File: src/rtl/nfc_stat_pkg.sv
package nfc_stat_pkg;
   localparam int unsigned CTRL_W   = 32;
   localparam int unsigned STAT_W   = 13;
   localparam int unsigned MASK_W   = 12;
   localparam int unsigned RUN_POS  = 28;
   localparam int unsigned CTL_RDY  = 12;
   localparam int unsigned FL_RDY   = 11;
   localparam int unsigned CS0_DONE = 8;
   localparam int unsigned CS1_DONE = 7;
   localparam int unsigned WCMD_REQ = 0;
   // implemented control bits: configuration fields, run and masks
   localparam logic [CTRL_W-1:0] CTRL_WMASK = 32'hFD07_DFFF;
   localparam logic [CTRL_W-1:0] CTRL_RST   = 32'h0000_0FFF;
endpackage

File: src/rtl/nfc_ctrl_reg.sv
module nfc_ctrl_reg #(
   parameter int unsigned W       = 32,
   parameter int unsigned RUN_BIT = 28,
   parameter logic [W-1:0] WMASK  = '1,
   parameter logic [W-1:0] RSTVAL = '0
) (
   input  logic         clk,
   input  logic         rst_n,
   input  logic         wr_en,
   input  logic [W-1:0] wdata,
   input  logic         hw_clr_run,
   output logic [W-1:0] q
);
   if (RUN_BIT >= W) begin : g_bad_run
      $error("run bit position outside the control word");
   end

   always_ff @(posedge clk) begin
      if (!rst_n)
         q <= RSTVAL & WMASK;
      else if (wr_en)
         q <= wdata & WMASK;
      else if (hw_clr_run)
         q[RUN_BIT] <= 1'b0;
   end
endmodule

File: src/rtl/nfc_stat_bank.sv
module nfc_stat_bank #(
   parameter int unsigned N = 13
) (
   input  logic         clk,
   input  logic         rst_n,
   input  logic [N-1:0] set_vec,
   input  logic [N-1:0] clr_vec,
   output logic [N-1:0] q
);
   if (N < 1) begin : g_bad_n
      $error("status bank needs at least one bit");
   end

   for (genvar i = 0; i < N; i++) begin : g_cell
      logic cell_q;
      always_ff @(posedge clk) begin
         if (!rst_n)
            cell_q <= 1'b0;
         else
            cell_q <= set_vec[i] | (cell_q & ~clr_vec[i]);
      end
      assign q[i] = cell_q;
   end
endmodule

File: src/rtl/nfc_irq_merge.sv
module nfc_irq_merge #(
   parameter int unsigned W = 12
) (
   input  logic [W-1:0] stat,
   input  logic [W-1:0] dis_mask,
   output logic         irq
);
   logic [W-1:0] live;

   for (genvar i = 0; i < W; i++) begin : g_gate
      assign live[i] = stat[i] & ~dis_mask[i];
   end

   assign irq = |live;
endmodule

File: src/rtl/nfc_status_unit.sv
module nfc_status_unit
   import nfc_stat_pkg::*;
(
   input  logic              clk,
   input  logic              rst_n,
   input  logic              reg_wr,
   input  logic              reg_sel,
   input  logic [CTRL_W-1:0] reg_wdata,
   output logic [CTRL_W-1:0] reg_rdata,
   input  logic [STAT_W-1:0] evt_set,
   input  logic              clk_restart,
   input  logic              active_cs,
   output logic [CTRL_W-1:0] ctrl_o,
   output logic              run_o,
   output logic              irq_o
);
   localparam int unsigned PAD_W = CTRL_W - STAT_W;

   if (MASK_W >= STAT_W || STAT_W > CTRL_W) begin : g_bad_widths
      $error("mask and status widths do not fit the control word");
   end

   logic [CTRL_W-1:0] ctrl_q;
   logic [STAT_W-1:0] stat_q;
   logic [STAT_W-1:0] set_vec;
   logic [STAT_W-1:0] clr_vec;
   logic              ctrl_wr;
   logic              stat_wr;
   logic              run;
   logic              done_hit;

   assign ctrl_wr  = reg_wr & ~reg_sel;
   assign stat_wr  = reg_wr & reg_sel;
   assign run      = ctrl_q[RUN_POS];
   assign done_hit = active_cs ? evt_set[CS1_DONE] : evt_set[CS0_DONE];

   always_comb begin
      set_vec           = evt_set;
      set_vec[WCMD_REQ] = evt_set[WCMD_REQ] & run;
      set_vec[CTL_RDY]  = evt_set[CTL_RDY] | clk_restart;
      set_vec[FL_RDY]   = evt_set[FL_RDY] | clk_restart;
      clr_vec           = stat_wr ? reg_wdata[STAT_W-1:0] : '0;
   end

   nfc_ctrl_reg #(
      .W      (CTRL_W),
      .RUN_BIT(RUN_POS),
      .WMASK  (CTRL_WMASK),
      .RSTVAL (CTRL_RST)
   ) u_ctrl (
      .clk       (clk),
      .rst_n     (rst_n),
      .wr_en     (ctrl_wr),
      .wdata     (reg_wdata),
      .hw_clr_run(done_hit & run),
      .q         (ctrl_q)
   );

   nfc_stat_bank #(.N(STAT_W)) u_stat (
      .clk    (clk),
      .rst_n  (rst_n),
      .set_vec(set_vec),
      .clr_vec(clr_vec),
      .q      (stat_q)
   );

   nfc_irq_merge #(.W(MASK_W)) u_irq (
      .stat    (stat_q[MASK_W-1:0]),
      .dis_mask(ctrl_q[MASK_W-1:0]),
      .irq     (irq_o)
   );

   assign reg_rdata = reg_sel ? {{PAD_W{1'b0}}, stat_q} : ctrl_q;
   assign ctrl_o    = ctrl_q;
   assign run_o     = run;
endmodule

File: config.mk
export PLATFORM = sky130hd
export DESIGN_NAME = nfc_status_unit
export DESIGN_NICKNAME = d
export VERILOG_FILES = /design/src/rtl/nfc_stat_pkg.sv /design/src/rtl/nfc_ctrl_reg.sv /design/src/rtl/nfc_stat_bank.sv /design/src/rtl/nfc_irq_merge.sv /design/src/rtl/nfc_status_unit.sv
export SDC_FILE = /design/constraint.sdc
export NUM_CORES = 1
export LEC_CHECK = 0
export BUFFER_PORTS_ARGS = -buffer_cell sky130_fd_sc_hd__buf_2
export CAP_MARGIN = 20
export CELL_PAD_IN_SITES_DETAIL_PLACEMENT = 0
export CELL_PAD_IN_SITES_GLOBAL_PLACEMENT = 1
export CORE_AREA = 5 5 85 87
export DETAILED_ROUTE_END_ITERATION = 8
export DIE_AREA = 0 0 90 92
export PLACE_DENSITY_LB_ADDON = 0.3
export SLEW_MARGIN = 20
export SYNTH_ARGS = -nofsm -noshare
export SYNTH_HDL_FRONTEND = slang
export SYNTH_HIERARCHICAL = 1
export SYNTH_SLANG_ARGS = --single-unit
File: constraint.sdc
create_clock -name clk -period 3.65 [get_ports clk]
set_input_delay 0.365 -clock clk [delete_from_list [all_inputs] [get_ports clk]]
set_output_delay 0.365 -clock clk [all_outputs]
set_load 0.03 [all_outputs]
Word level (Yosys, flattened, before mapping) --
Index checks and enable logic that the tools add are counted.
Word-level totals: bits in registers 38, bits in latches 0, RAM bits 0, memory bits (read-only) 0, input bits 51, output and inout bits 66, logic and storage cells 92, memories kept 0
Operators by class: add/sub/neg operators 0, multiply operators 0, divide/modulo/power cells 0, magnitude comparators 0, eq/ne operators 0, shift operators 0, mux-type cells 5, bitwise gates (word level) 70, reductions and logical operators 2
Operators by type and width (number):
- $mux W32 | 1
- $and A1 B1 Y1 | 29
- $not A1 Y1 | 26
- $or A1 B1 Y1 | 15
- $mux W13 | 1
- $reduce_or A12 Y1 | 1
- $mux W1 | 3
- $reduce_bool A2 Y1 | 1

Longest topological paths before layout --
depth in word-level cells 5, mapped depth 7, depth with buffers taken out 4

Hierarchy --
The synthesis kept the hierarchy.
By module, submodules not included:
- nfc_ctrl_reg | instances 1, cells an instance 88, area an instance 988.4 µm², seq. area each 500.5 µm²
- nfc_stat_bank | instances 1, cells an instance 53, area an instance 548.0 µm², seq. area each 260.2 µm²
- nfc_status_unit | instances 1, cells an instance 58, area an instance 475.5 µm², seq. area each 0.0 µm²
- nfc_irq_merge | instances 1, cells an instance 16, area an instance 140.1 µm², seq. area each 0.0 µm²

Worst setup path after synthesis --
No wires, ideal clock.
path type register to output, start point register u_ctrl.q[7], end point output port irq_o, data arrival time 1.260 ns, data required time 3.285 ns, slack 2.025 ns, cell stages (with the launch flop) 4, buffers on the path 0, cells stage by stage dfxtp_1 > inv_1 > a2111oi_2 > nand3_1
On the way: word-level cells in the longest chain between the ends 3
Ends and longest elaborated chain:
- start, declared | RTL line nfc_ctrl_reg.sv:12 | output logic [W-1:0] q
- start signal, assigned | RTL line nfc_ctrl_reg.sv:20 | q <= RSTVAL & WMASK;
- start signal, assigned | RTL line nfc_ctrl_reg.sv:22 | q <= wdata & WMASK;
- $not A1 Y1 | RTL line nfc_irq_merge.sv:11 | assign live[i] = stat[i] & ~dis_mask[i];
- $and A1 B1 Y1 | RTL line nfc_irq_merge.sv:11
- $reduce_or A12 Y1 | RTL line nfc_irq_merge.sv:14 | assign irq = |live;
- end, declared | RTL line nfc_status_unit.sv:15 | output logic irq_o
No other way between the ends.

Worst setup path after layout --
start point register u_ctrl.q[11], end point output port irq_o
Same word-level chain as after synthesis.

==> flow_summary.json <==
{
  "rr_endpoint": "u_ctrl/q[28]",
  "status": "finished, final reports clean",
  "arrival_ns": 1.50,
  "tns_ns": 0,
  "vias": 1665,
  "fillers": 660,
  "rsz0062_at_grt": "no",
  "fin_nets": 343,
  "reg2reg_slack_ns": 2.61,
  "initial_core_util_pct": 34.3,
  "finalCriticalPeriod_ns": 1.86,
  "synth-seq-cells": 38,
  "ff2ff_path_depth": 3,
  "io_pins": 117,
  "crit_path_start_kind": "flop",
  "utilization_pct": 41.2,
  "crit_buf_inv": 1,
  "synth_cells": 215,
  "syn_area_per_cell_um2": 10.0,
  "drt_iter0_markers": 53,
  "wl_met3_um": 306,
  "gr-total-overflow": 0,
  "holdPathStages": 2,
  "wire_per_inst_um": 14.1,
  "hp-class": "in -> reg",
  "ant_nets": 0,
  "path_cells": "nor2b_4 -> a2111oi_2 -> nand3_1 -> buf_2",
  "core_um2": 6280,
  "crit_path_end_kind": "output port",
  "synth-compound-area-share_pct": 7.03,
  "worst_path_max_delay_cell": "dfxtp_1",
  "cts_setup_buffers": 0,
  "synthXorXnorAreaFrac_pct": 0,
  "skew_ns": 0.000439,
  "place.gp.congestion": 0.736,
  "timing.fmax_mhz": 537,
  "wl_um": 5220,
  "cts-buffers-inserted": 5,
  "grt_max_degree": 46,
  "grt_pass1_wl_um": 8130,
  "die_area_um2": 8280,
  "synth.area.mux_share_pct": 19.7,
  "yosysSeqAreaShare_pct": 35.3,
  "wl_met2_um": 2670,
  "drc": 0,
  "slew_viol_final": 0,
  "yosysWarnings": 6,
  "place_inst": 362,
  "die_w_um": 90,
  "hold_violations": 0,
  "synth_top_family_by_area": "simple AND/OR/NAND/NOR gates",
  "cpPeakStageDelay_ns": 0.43,
  "drive_above_1_share_pct": 43.0,
  "min-delay-start": "evt_set[1]",
  "netlist_area_um2": 2150,
  "clkSinkCount": 38,
  "fin_cells": 370,
  "portBuffers": 95,
  "place_area_um2": 2490,
  "synthAdderAreaFrac_pct": 0,
  "slew_headroom_pct": 54.6,
  "grt_pass1_vias": 1592,
  "leakage_nw": 1.28,
  "clockBufferDepth": 2,
  "critPathMaxFanout": 4,
  "cts_hold_buffers": 0,
  "wl_met1_um": 2220,
  "grt.total_usage_pct": 12.0,
  "die_y_um": 92,
  "worstReg2RegStart": "u_ctrl/q[28]",
  "worstPathRequired_ns": 3.28,
  "yosys.area_share.simple_pct": 24.8,
  "cts-root-buf": "clkbuf_8",
  "min_to": "u_stat/g_cell[1].cell_q",
  "cts_max_level": 2,
  "synth_cell_types": 23,
  "ctsResizeCount": 0,
  "critPathTopFamily": "flip-flops",
  "cts_tree": "yes",
  "finalSetupViolCount": 0,
  "antenna_cells": 0,
  "vias_per_cell": 4.50,
  "firstDrtPassIters": 4,
  "clk_pin_slew_ns": 0.08,
  "highest_layer": "met4",
  "final_cell_area_um2": 2590,
  "worst_pin_slew_ns": 0.682,
  "critPathKind": "reg -> out",
  "pwr_density_cell_nw_per_um2": 391,
  "dp_hpwl_um": 3790,
  "area_delta_synth_final_pct": 20.2,
  "drv_cap": 0,
  "irDropWorstVdd_uv": 199,
  "fp-row-count": 29,
  "clkLatencyLatePin_ns": 0.28,
  "antenna_found_initial": 0,
  "period_share_pct": 51.0
}
-- cell usage in the layout, fill, tap and decap left out --
master,count
and2b_1,3
nor2b_1,49
mux2i_1,25
and3_1,13
buf_4,2
conb_1,7
nor2b_4,3
o21a_1,13
nand3_1,1
clkbuf_8,6
buf_2,95
and2_1,1
a31o_1,1
inv_1,3
nand2_1,12
dfxtp_1,38
mux2_2,6
or2_2,2
clkinv_2,1
clkinvlp_4,1
a2111oi_2,3
and4bb_1,1
mux2_4,7
-- worst max path at each step --
stage                            start  slack (ns)  cells past startpoint            to
after floorplan            u_ctrl/q[7]        2.02                      3         irq_o
after global placement          reg_wr        1.53                      5  u_ctrl/q[28]
after detailed placement        reg_wr        1.53                      5  u_ctrl/q[28]
after CTS                 u_ctrl/q[11]        1.77                      4         irq_o
after global routing      u_ctrl/q[11]        1.68                      4         irq_o
final                     u_ctrl/q[11]        1.79                      4         irq_o
-- power by group --
group          internal (mW)  switching [mW]
Combinational         0.0984           0.153
Clock                  0.152           0.150
Sequential             0.438          0.0192
-- stage by stage --
step / setup WS (ns) / hold slack [ns] / total power, mW
after CTS: 1.77 / 0.275 / 1.03
final: 1.79 / 0.283 / 1.01
after floorplan: 2.02 / 0.483 / 0.672
after global routing: 1.68 / 0.278 / 1.06
after global placement: 1.53 / 0.503 / 0.719
after detailed placement: 1.53 / 0.514 / 0.721
-- Yosys cell counts --
master / number / area (um^2)
and3_1: 13 / 81.3
a31o_1: 1 / 8.76
mux2_2: 6 / 67.6
nor2b_4: 3 / 41.3
nand2_1: 12 / 45.0
buf_4: 21 / 158
o21a_1: 13 / 97.6
dfxtp_1: 38 / 761
buf_2: 3 / 15.0
buf_6: 4 / 45.0
nor2b_1: 49 / 307
mux2i_1: 25 / 250
conb_1: 1 / 3.75
inv_1: 3 / 11.3
buf_12: 2 / 40.0
a2111oi_2: 3 / 45.0
or2_2: 2 / 12.5
and2_1: 1 / 6.26
clkbuf_1: 3 / 11.3
nand3_1: 1 / 5.00
and2b_1: 3 / 22.5
and4bb_1: 1 / 12.5
mux2_4: 7 / 105
-- worst reg2reg max path: stages, from the launching register on --
cell and delay (ns):
dfxtp_1 0.41, nor2b_1 0.15, and4bb_1 0.21, a31o_1 0.17
-- sequential cells by signal, indices dropped and copies added (netlist names) --
register and flops:
u_stat/g_cell.cell_q 13, u_ctrl/q 25
-- cell type report --
| class | count | area, um^2 | share of cell area [%] |
|---|---|---|---|
| Clock buffer | 6 | 82.6 | 3.19 |
| Clock inverter | 2 | 12.5 | 0.484 |
| Inverter | 3 | 11.3 | 0.435 |
| Multi-Input combinational cell | 147 | 1130 | 43.8 |
| Sequential cell | 38 | 761 | 29.4 |
| Tap cell | 77 | 96.3 | 3.72 |
| Timing Repair Buffer | 97 | 490 | 19.0 |
-- cell families after synthesis --
logic type	count (synthesis)
AND/OR/NAND/NOR	85
buffers and inverters	36
AO/OA/AOI/OAI	17
flip-flops	38
multiplexers	38
other	1
-- metal layers --
metal,GRT usage [%],up-vias
met5,0,-
met1,14.7,776
met3,3.44,2
li1,-,838
met4,3.35,0
met2,20.5,49
Power figures use the tool's default switching activity.
